**src/rtl/walign_pkg.sv**
```systemverilog
`timescale 1ns/1ps
package walign_pkg;

    localparam int WORD_W  = 10;
    localparam int SHORT_W = 7;

    typedef enum logic [1:0] {
        ST_IDLE   = 2'd0,
        ST_SEARCH = 2'd1,
        ST_LOCKED = 2'd2
    } align_state_e;

    // compare mask: all bits, or only the low short_w bits
    function automatic logic [WORD_W-1:0] cmp_mask(input logic short_mode,
                                                   input int   short_w);
        logic [WORD_W-1:0] m;
        for (int i = 0; i < WORD_W; i++) begin
            m[i] = (!short_mode) || (i < short_w);
        end
        return m;
    endfunction

endpackage

```
**src/rtl/walign_window.sv**
```systemverilog
`timescale 1ns/1ps
module walign_window #(
    parameter int WORD_W = walign_pkg::WORD_W,
    localparam int WIN_W = 2 * WORD_W
) (
    input  logic              clk,
    input  logic              rst,
    input  logic [WORD_W-1:0] raw_word,
    output logic [WIN_W-1:0]  window
);

    logic [WORD_W-1:0] prev_q;

    always_ff @(posedge clk) begin
        if (rst) begin
            prev_q <= '0;
        end else begin
            prev_q <= raw_word;
        end
    end

    assign window = {raw_word, prev_q};

endmodule

```
**src/rtl/walign_match.sv**
```systemverilog
`timescale 1ns/1ps
module walign_match #(
    parameter int WORD_W  = walign_pkg::WORD_W,
    parameter int SHORT_W = walign_pkg::SHORT_W,
    localparam int WIN_W  = 2 * WORD_W
) (
    input  logic [WIN_W-1:0]  window,
    input  logic [WORD_W-1:0] pattern,
    input  logic              pat_short,
    output logic [WORD_W-1:0] match_vec
);

    logic [WORD_W-1:0] mask;

    assign mask = walign_pkg::cmp_mask(pat_short, SHORT_W);

    for (genvar k = 0; k < WORD_W; k++) begin : g_cand
        logic [WORD_W-1:0] cand;
        assign cand         = window[k +: WORD_W];
        assign match_vec[k] = ((cand ^ pattern) & mask) == '0;
    end

endmodule

```
**src/rtl/walign_prio.sv**
```systemverilog
`timescale 1ns/1ps
module walign_prio #(
    parameter int WORD_W = walign_pkg::WORD_W,
    localparam int OFF_W = $clog2(WORD_W)
) (
    input  logic [WORD_W-1:0] match_vec,
    output logic              any_match,
    output logic [OFF_W-1:0]  first_idx,
    output logic [WORD_W-1:0] grant
);

    always_comb begin
        any_match = 1'b0;
        first_idx = '0;
        grant     = '0;
        for (int k = WORD_W - 1; k >= 0; k--) begin
            if (match_vec[k]) begin
                any_match = 1'b1;
                first_idx = OFF_W'(k);
                grant     = '0;
                grant[k]  = 1'b1;
            end
        end
    end

endmodule

```
**src/rtl/walign_ctrl.sv**
```systemverilog
`timescale 1ns/1ps
module walign_ctrl #(
    parameter int WORD_W = walign_pkg::WORD_W,
    localparam int OFF_W = $clog2(WORD_W)
) (
    input  logic              clk,
    input  logic              rst,
    input  logic              align_req,
    input  logic              any_match,
    input  logic [OFF_W-1:0]  first_idx,
    input  logic [WORD_W-1:0] match_vec,
    output logic [OFF_W-1:0]  off_sel,
    output logic              locked,
    output logic              pat_hit
);
    import walign_pkg::*;

    align_state_e     state_q, state_d;
    logic             req_q;
    logic [OFF_W-1:0] off_q;
    logic             hit_q;
    logic             req_rise;
    logic             lock_now;
    logic             at_off;

    assign req_rise = align_req & ~req_q;
    assign lock_now = (state_q == ST_SEARCH) & any_match & ~req_rise;
    assign off_sel  = lock_now ? first_idx : off_q;

    always_comb begin
        at_off = 1'b0;
        for (int k = 0; k < WORD_W; k++) begin
            if (off_q == OFF_W'(k)) begin
                at_off = match_vec[k];
            end
        end
    end

    always_comb begin
        state_d = state_q;
        if (req_rise) begin
            state_d = ST_SEARCH;
        end else if (lock_now) begin
            state_d = ST_LOCKED;
        end
    end

    always_ff @(posedge clk) begin
        if (rst) begin
            state_q <= ST_IDLE;
            req_q   <= 1'b0;
            off_q   <= '0;
            hit_q   <= 1'b0;
        end else begin
            state_q <= state_d;
            req_q   <= align_req;
            off_q   <= off_sel;
            hit_q   <= lock_now | ((state_q == ST_LOCKED) & ~req_rise & at_off);
        end
    end

    assign locked  = (state_q == ST_LOCKED);
    assign pat_hit = hit_q;

endmodule

```
**src/rtl/walign_shift.sv**
```systemverilog
`timescale 1ns/1ps
module walign_shift #(
    parameter int WORD_W = walign_pkg::WORD_W,
    localparam int WIN_W = 2 * WORD_W,
    localparam int OFF_W = $clog2(WORD_W)
) (
    input  logic              clk,
    input  logic              rst,
    input  logic [WIN_W-1:0]  window,
    input  logic [OFF_W-1:0]  off_sel,
    output logic [WORD_W-1:0] aligned_word
);

    logic [WORD_W-1:0] cand [WORD_W];
    logic [WORD_W-1:0] picked;

    for (genvar k = 0; k < WORD_W; k++) begin : g_tap
        assign cand[k] = window[k +: WORD_W];
    end

    always_comb begin
        picked = cand[0];
        for (int k = 1; k < WORD_W; k++) begin
            if (off_sel == OFF_W'(k)) begin
                picked = cand[k];
            end
        end
    end

    always_ff @(posedge clk) begin
        if (rst) begin
            aligned_word <= '0;
        end else begin
            aligned_word <= picked;
        end
    end

endmodule

```
**src/rtl/walign_top.sv**
```systemverilog
`timescale 1ns/1ps
module walign_top #(
    parameter int WORD_W  = walign_pkg::WORD_W,
    parameter int SHORT_W = walign_pkg::SHORT_W,
    localparam int WIN_W  = 2 * WORD_W,
    localparam int OFF_W  = $clog2(WORD_W)
) (
    input  logic              clk,
    input  logic              rst,
    input  logic [WORD_W-1:0] raw_word,
    input  logic              align_req,
    input  logic [WORD_W-1:0] pattern,
    input  logic              pat_short,
    output logic [WORD_W-1:0] aligned_word,
    output logic              pat_hit,
    output logic              locked
);

    logic [WIN_W-1:0]  window;
    logic [WORD_W-1:0] match_vec;
    logic [WORD_W-1:0] grant_vec;
    logic              any_match;
    logic [OFF_W-1:0]  first_idx;
    logic [OFF_W-1:0]  off_sel;

    walign_window #(.WORD_W(WORD_W)) u_window (
        .clk      (clk),
        .rst      (rst),
        .raw_word (raw_word),
        .window   (window)
    );

    walign_match #(.WORD_W(WORD_W), .SHORT_W(SHORT_W)) u_match (
        .window    (window),
        .pattern   (pattern),
        .pat_short (pat_short),
        .match_vec (match_vec)
    );

    walign_prio #(.WORD_W(WORD_W)) u_prio (
        .match_vec (match_vec),
        .any_match (any_match),
        .first_idx (first_idx),
        .grant     (grant_vec)
    );

    walign_ctrl #(.WORD_W(WORD_W)) u_ctrl (
        .clk       (clk),
        .rst       (rst),
        .align_req (align_req),
        .any_match (any_match),
        .first_idx (first_idx),
        .match_vec (match_vec),
        .off_sel   (off_sel),
        .locked    (locked),
        .pat_hit   (pat_hit)
    );

    walign_shift #(.WORD_W(WORD_W)) u_shift (
        .clk          (clk),
        .rst          (rst),
        .window       (window),
        .off_sel      (off_sel),
        .aligned_word (aligned_word)
    );

endmodule

```
**config.mk**
```make
export PLATFORM = sky130hd
export DESIGN_NAME = walign_top
export DESIGN_NICKNAME = d
export VERILOG_FILES = /design/src/rtl/walign_pkg.sv /design/src/rtl/walign_window.sv /design/src/rtl/walign_match.sv /design/src/rtl/walign_prio.sv /design/src/rtl/walign_ctrl.sv /design/src/rtl/walign_shift.sv /design/src/rtl/walign_top.sv
export SDC_FILE = /design/constraint.sdc
export NUM_CORES = 1
export LEC_CHECK = 0
export ABC_AREA = 1
export BUFFER_PORTS_ARGS = -buffer_cell sky130_fd_sc_hd__buf_2
export CAP_MARGIN = 10
export CORE_MARGIN = 2
export CORE_UTILIZATION = 45
export DETAILED_ROUTE_END_ITERATION = 7
export HOLD_SLACK_MARGIN = 0.05
export MAX_ROUTING_LAYER = met4
export PLACE_DENSITY = 0.65
export SLEW_MARGIN = 40
export SYNTH_ARGS = -nofsm -noshare
export SYNTH_HDL_FRONTEND = slang
export SYNTH_SLANG_ARGS = --single-unit
```
**constraint.sdc**
```tcl
create_clock -name clk -period 3.3 [get_ports clk]
set_input_delay 0.66 -clock clk [delete_from_list [all_inputs] [get_ports clk]]
set_output_delay 0.66 -clock clk [all_outputs]
set_load 0.03 [all_outputs]
```
==> results.py, run 1 <==
metrics = {
    "final_layout": {
        "nets": 770,
        "areaGrowthSynthToFinish_pct": 16.1,
        "final_util_pct": 54.3,
        "diodes": 0,
        "drive_gt1_share_pct": 20.1,
        "fillers": 861,
    },
    "critical_path": {
        "max_stage_delay_ns": 0.22,
        "critPathLaunchType": "input port",
        "required_ns": 3.52,
        "path_common_cell": "nand2_1",
        "slowest_stage": "xnor2_1",
        "worst-path-max-fanout": 11,
        "arrival_ns": 3.26,
        "worst-setup-path-type": "input port to register",
        "critPathLaunch": "pattern[6]",
        "r2r-start": "u_window.prev_q[7]",
        "cp-end-kind": "register",
    },
    "yosys": {
        "synth-xor-area-share_pct": 12.1,
        "synth_fp_nets": 714,
        "synthDistinctLibCells": 38,
        "synth_edf_count": 0,
        "synthTopCellsByArea": "nand2_1 (26%), dfxtp_1 (14%), xnor2_1 (11%)",
        "synthesis.area_per_instance_um2": 5.63,
        "synthSimpleGateAreaFrac_pct": 45.5,
        "yosysSeqAreaShare_pct": 14.4,
        "async_flop_share_pct": 0,
        "yosys_warnings": 0,
        "synth_flop_cell": "dfxtp_1",
        "syn_area_mm2": 0.00389,
        "synthMostInstantiatedCell": "nand2_1",
        "synthMuxAreaShare_pct": 0,
        "synth_top_cell_by_area": "nand2_1",
        "synthTopCellsByCount": "nand2_1 (272), inv_1 (54), nand3_1 (52), a21oi_1 (50), nor2_1 (49)",
        "synthAdderAreaFrac_pct": 0,
        "synth_top_family_by_area": "simple AND/OR/NAND/NOR gates",
        "synth_seq_cells": 28,
        "synth_top_area_share_pct": 26.3,
        "synth-compound-area-share_pct": 13.0,
        "syn_inst": 690,
    },
    "place": {
        "io_buffers": 35,
        "globalplace.congestion": 0.913,
        "dpl.hpwl_mm": 9.21,
    },
    "grt": {
        "grt-ovfl-total": 0,
        "grt_max_degree": 25,
        "antenna_found_initial": 0,
        "grtUsageTotal_pct": 25.5,
        "grt_pass1_wl_mm": 19.8,
        "grt_pass1_vias": 4140,
    },
    "clock_tree": {
        "cts_tree": "done",
        "cts_hold_buf": 0,
        "clkTransAtPathRegs_ns": 0.10,
        "clock_tree.htree_level_count": 1,
        "cts_sinks": 28,
        "cts-root-buf": "clkbuf_8",
        "cts.path.max_buffers": 2,
        "worstSkewPairLatency_ns": 0.28,
        "cts_made_buffers": 3,
    },
    "die": {
        "die_area_mm2": 0.00940,
        "coreArea_mm2": 0.00830,
        "row_count": 33,
        "io_pins": 36,
        "initial_core_util_pct": 46.8,
        "die_x_um": 96.9,
        "die_y_um": 96.9,
    },
    "power_and_ir_drop": {
        "power_switching_w": 0.000354,
        "max-vdd-ir-drop_mv": 0.157,
        "pwr-share-clk_pct": 27.2,
        "power_leakage_nw": 2.28,
        "swShare_pct": 34.9,
        "power_density_mw_per_mm2": 225,
        "p_seq_share_pct": 35.7,
        "p_int_w": 0.000660,
        "p_comb_share_pct": 37.1,
    },
    "job": {
        "maxCapViolCount": 0,
    },
    "timing": {
        "fmax_ghz": 0.330,
        "period_needed_ns": 3.03,
        "setup-violations-final": 0,
        "setup_tns_ns": 0,
        "fin_crit_sh_pct": 92.0,
        "worstMarginPinSlew_ns": 0.398,
        "fin_skew_ns": 0.00895,
        "maxSlewViolCount": 0,
        "grt_setup_unrepaired": "yes",
        "slew_headroom_pct": 73.5,
        "hold_viol_final": 0,
    },
    "detailed_routing": {
        "ant_nets": 0,
        "drt_wl_total_mm": 12.0,
        "firstDrtPassIters": 5,
        "via_count": 4500,
        "vias_per_cell": 5.29,
        "wl_per_cell_um": 14.1,
        "drc": 0,
        "drtIter0Drc": 390,
    },
    "worst_hold_path": {
        "min-delay-start": "u_ctrl.state_q[1]",
        "holdCritPathClass": "register to register",
    },
    "outcome": {
        "status": "finished, final reports clean",
    },
}
==> state kept, by name (all words and copies together), names as in the netlist <==
name	flops
u_ctrl.req_q	1
u_ctrl.pat_hit	1
u_shift.aligned_word	10
u_ctrl.state_q	2
u_window.prev_q	10
u_ctrl.off_q	4
==> area by class of cell <==
class | instances | area (um^2) | area share [%]
clock buffers | 3 | 41.3 | 0.915
clock inverters | 1 | 30.0 | 0.666
inverters | 69 | 279 | 6.19
multi-input cells | 552 | 2770 | 61.4
flip-flops and latches | 28 | 562 | 12.5
well taps | 105 | 131 | 2.91
repair buffers | 92 | 697 | 15.5
==> power by group through the flow <==
stage / Combinational [W] / Sequential (W) / Clock (W)
finish: 0.000376 / 0.000362 / 0.000276
detailed placement: 0.000361 / 0.000369 / 0
global route: 0.000414 / 0.000364 / 0.000289
global placement: 0.000355 / 0.000369 / 0
CTS: 0.000363 / 0.000362 / 0.000281
floorplan: 0.000260 / 0.000375 / 0
==> layer usage <==
metal / GRT usage [%] / vias to the layer above / part of all wire, %
met2: 41.6 / 181 / 47
met4: 5.09 / 0 / 1.6
met3: 2.46 / 20 / 6.5
met5: - / - / 0
met1: 34.6 / 2018 / 45
li1: - / 2281 / -
==> final timing paths <==
kind                             end  slack, ns  cells past startpoint
max          u_shift.aligned_word[2]       0.27                     25
min                u_ctrl.state_q[1]       0.51                      2
max reg2reg  u_shift.aligned_word[2]       0.33                     25
min reg2reg        u_ctrl.state_q[1]       0.51                      2
==> worst max-delay path: cells and delay by family <==
family | cells | cell delay [ns]
compound gates | 1 | 0.12
simple gates | 20 | 1.76
buf+inv | 3 | 0.49
xor+xnor | 1 | 0.22
==> cell usage in the layout, fill, tap and decap left out, types with 13 or more instances in the layout <==
master   instances
nand2_1        271
buf_4           51
nand3_1         50
a21oi_1         50
inv_1           48
nor2_1          48
xnor2_1         48
buf_2           29
dfxtp_1         27
o21ai_0         19
inv_2           13
==> kinds of logic after synthesis <==
kind of cell	count (synthesis)
AO/OA/AOI/OAI	90
XOR/XNOR	52
buffers and inverters	110
flip-flops	28
AND/OR/NAND/NOR	410
==> per-stage QoR <==
stage                     hold WS [ns]  setup WS [ns]  std cells  total power [W]  instance area [um^2]
after floorplan                  0.459          0.391        690         0.000635                  3890
after global placement           0.472         -0.121        842         0.000724                  4350
after detailed placement         0.492         -0.199        842         0.000731                  4350
after CTS                        0.509         0.0997        846          0.00101                  4420
after global routing             0.541        -0.0675        850          0.00107                  4510
final                            0.507          0.265        850          0.00101                  4510
==> timing repair <==
| action | 4_1_cts | 5_1_grt |
|---|---|---|
| setup endpoints to repair | 0 | 10 |
| resized for setup | 0 | 24 |
| buffers inserted | 0 | 4 |
Note: power is estimated with default switching activity, not from simulation.
==> run 2: changes to the inputs <==
--- a/config.mk
+++ b/config.mk
@@ -10,6 +10,7 @@
 export CAP_MARGIN = 10
 export CORE_MARGIN = 2
 export CORE_UTILIZATION = 45
+export CTS_BUF_LIST = sky130_fd_sc_hd__clkbuf_4
 export DETAILED_ROUTE_END_ITERATION = 7
 export HOLD_SLACK_MARGIN = 0.05
 export MAX_ROUTING_LAYER = met4
==> run 2 against run 1 <==
Net effect: non-clock buffer count down 2; fmax up 1.6%; clock power down 15%; critical path type unchanged.
==> results.py, run 2 (synthesized netlist as in run 1, its figures left out) <==
metrics = {
    "detailed_routing": {
        "firstDrtPassIters": 5,
        "ant_nets": 0,
        "via_count": 4466,
        "drc": 0,
        "wl_per_cell_um": 14.1,
        "vias_per_cell": 5.27,
        "drt_wl_total_mm": 11.9,
        "drtIter0Drc": 398,
    },
    "critical_path": {
        "worstRegToRegCells": 25,
        "critPathLaunchType": "input port",
        "worst-setup-path-type": "input port to register",
        "r2r_setup_slack_ns": 0.34,
        "r2r-start": "u_window.prev_q[9]",
        "worst-path-max-fanout": 11,
        "timing.rr.end": "u_shift.aligned_word[0]",
        "required_ns": 3.60,
        "cp-end-kind": "register",
        "arrival_ns": 3.28,
    },
    "final_layout": {
        "areaGrowthSynthToFinish_pct": 15.1,
        "nets": 768,
        "drive_gt1_share_pct": 19.4,
        "diodes": 0,
        "final_common_cell": "nand2_1",
        "final_cell_mix": "nand2_1 (272), inv_1 (52), nand3_1 (51)",
        "final_util_pct": 53.9,
        "reg_top3": "u_shift.aligned_word: 10 flops, u_window.prev_q: 10 flops, u_ctrl.off_q: 4 flops",
        "final_area_mm2": 0.00447,
    },
    "power_and_ir_drop": {
        "power_density_mw_per_mm2": 216,
        "power_w": 0.000968,
        "power_leakage_nw": 2.27,
        "max-vdd-ir-drop_mv": 0.155,
    },
    "timing": {
        "setup-violations-final": 0,
        "period_needed_ns": 2.99,
        "worstMarginPinSlew_ns": 0.385,
        "setup_ws_ns": 0.315,
        "slew_headroom_pct": 74.3,
        "fmax_ghz": 0.335,
        "fin_skew_ns": 0.0147,
        "setup_tns_ns": 0,
        "maxSlewViolCount": 0,
        "hold_viol_final": 0,
        "fin_crit_sh_pct": 90.5,
    },
    "grt": {
        "grt_pass1_vias": 4149,
        "antenna_found_initial": 0,
        "grt_pass1_wl_mm": 19.8,
        "grt_max_degree": 25,
        "grtUsageTotal_pct": 25.5,
        "grt-ovfl-total": 0,
    },
    "die": {
        "coreArea_mm2": 0.00830,
        "io_pins": 36,
        "die_y_um": 96.9,
        "die_area_mm2": 0.00940,
        "row_count": 33,
        "die_x_um": 96.9,
        "initial_core_util_pct": 46.8,
    },
    "worst_hold_path": {
        "min-delay-start": "raw_word[9]",
        "hold_path_end": "u_window.prev_q[9]",
        "hold_depth": 3,
        "holdCritPathClass": "input port to register",
    },
    "place": {
        "dp_slack_ns": -0.199,
        "dpl.hpwl_mm": 9.21,
        "globalplace.congestion": 0.913,
        "io_buffers": 35,
        "dpl_cell_area_mm2": 0.00435,
    },
    "clock_tree": {
        "cts_made_buffers": 3,
        "cts.path.max_buffers": 2,
        "clock_tree.htree_level_count": 1,
        "cts_tree": "done",
        "worstSkewPairLatency_ns": 0.35,
        "cts-root-buf": "clkbuf_4",
        "clkTransAtPathRegs_ns": 0.17,
        "cts_sinks": 28,
        "cts_hold_buf": 0,
    },
    "outcome": {
        "status": "finished, final reports clean",
    },
    "job": {
        "maxCapViolCount": 0,
    },
}
## run 2: metrics by stage
step | hold slack, ns | instances
CTS | 0.476 | 846
global route | 0.478 | 848
detailed placement | 0.492 | 842
floorplan | 0.459 | 690
global placement | 0.472 | 842
finish | 0.480 | 848
## run 2: report_power, final
| group | leakage, nW | internal (W) | switching, W | total [W] |
|---|---|---|---|---|
| clock | 0.0279 | 0.000123 | 0.000111 | 0.000234 |
| combinational | 2.02 | 0.000143 | 0.000227 | 0.000371 |
| sequential | 0.231 | 0.000352 | 0.0000111 | 0.000363 |
| total | 2.27 | 0.000618 | 0.000350 | 0.000968 |
## run 2: worst max-delay path, stage by stage
cell	delay, ns
clkbuf_4	0.22
inv_2	0.11
nand2_1	0.10
nand3_1	0.08
nand2_1	0.12
inv_1	0.08
nand3_1	0.12
nand2_1	0.09
nor2_1	0.14
nand3_2	0.12
nand3_4	0.12
nor2_2	0.05
nand2_2	0.09
nand2_4	0.08
buf_4	0.18
nor2_4	0.12
nand2_4	0.12
buf_4	0.16
nand3_1	0.07
nand3_1	0.08
nand2_1	0.08
nand2_1	0.06
nand2_1	0.05
nand2_1	0.06
a21oi_1	0.13
## run 2: area by class of cell
cell class                      instances  area [um^2]
Multi-Input combinational cell        552         2770
Fill cell                             864         3830
Clock inverter                          1         30.0
Inverter                               69          275
Sequential cell                        28          564
Clock buffer                            3         22.5
Timing Repair Buffer                   90          682
Tap cell                              105          131
## run 2: worst max path at each step
stage,from,slack [ns],to
after global placement,pattern[7],-0.12,u_shift.aligned_word[0]
after CTS,u_window.prev_q[5],0.16,u_shift.aligned_word[0]
after detailed placement,pattern[7],-0.20,u_shift.aligned_word[0]
final,raw_word[0],0.31,u_shift.aligned_word[0]
after global routing,u_window.prev_q[9],-0.01,u_shift.aligned_word[2]
after floorplan,raw_word[2],0.39,u_shift.aligned_word[8]
## run 2: what timing repair did
action,CTS,global route
setup buffers,0,2
gates resized for setup,0,19
hold endpoints to repair,0,0
setup endpoints to repair,0,10
## run 2: routing by layer
layer / routed length, um / GRT usage [%]
met4: 197 / 5.31
met5: 0 / -
met1: 5430 / 34.6
met3: 772 / 2.38
met2: 5540 / 41.6
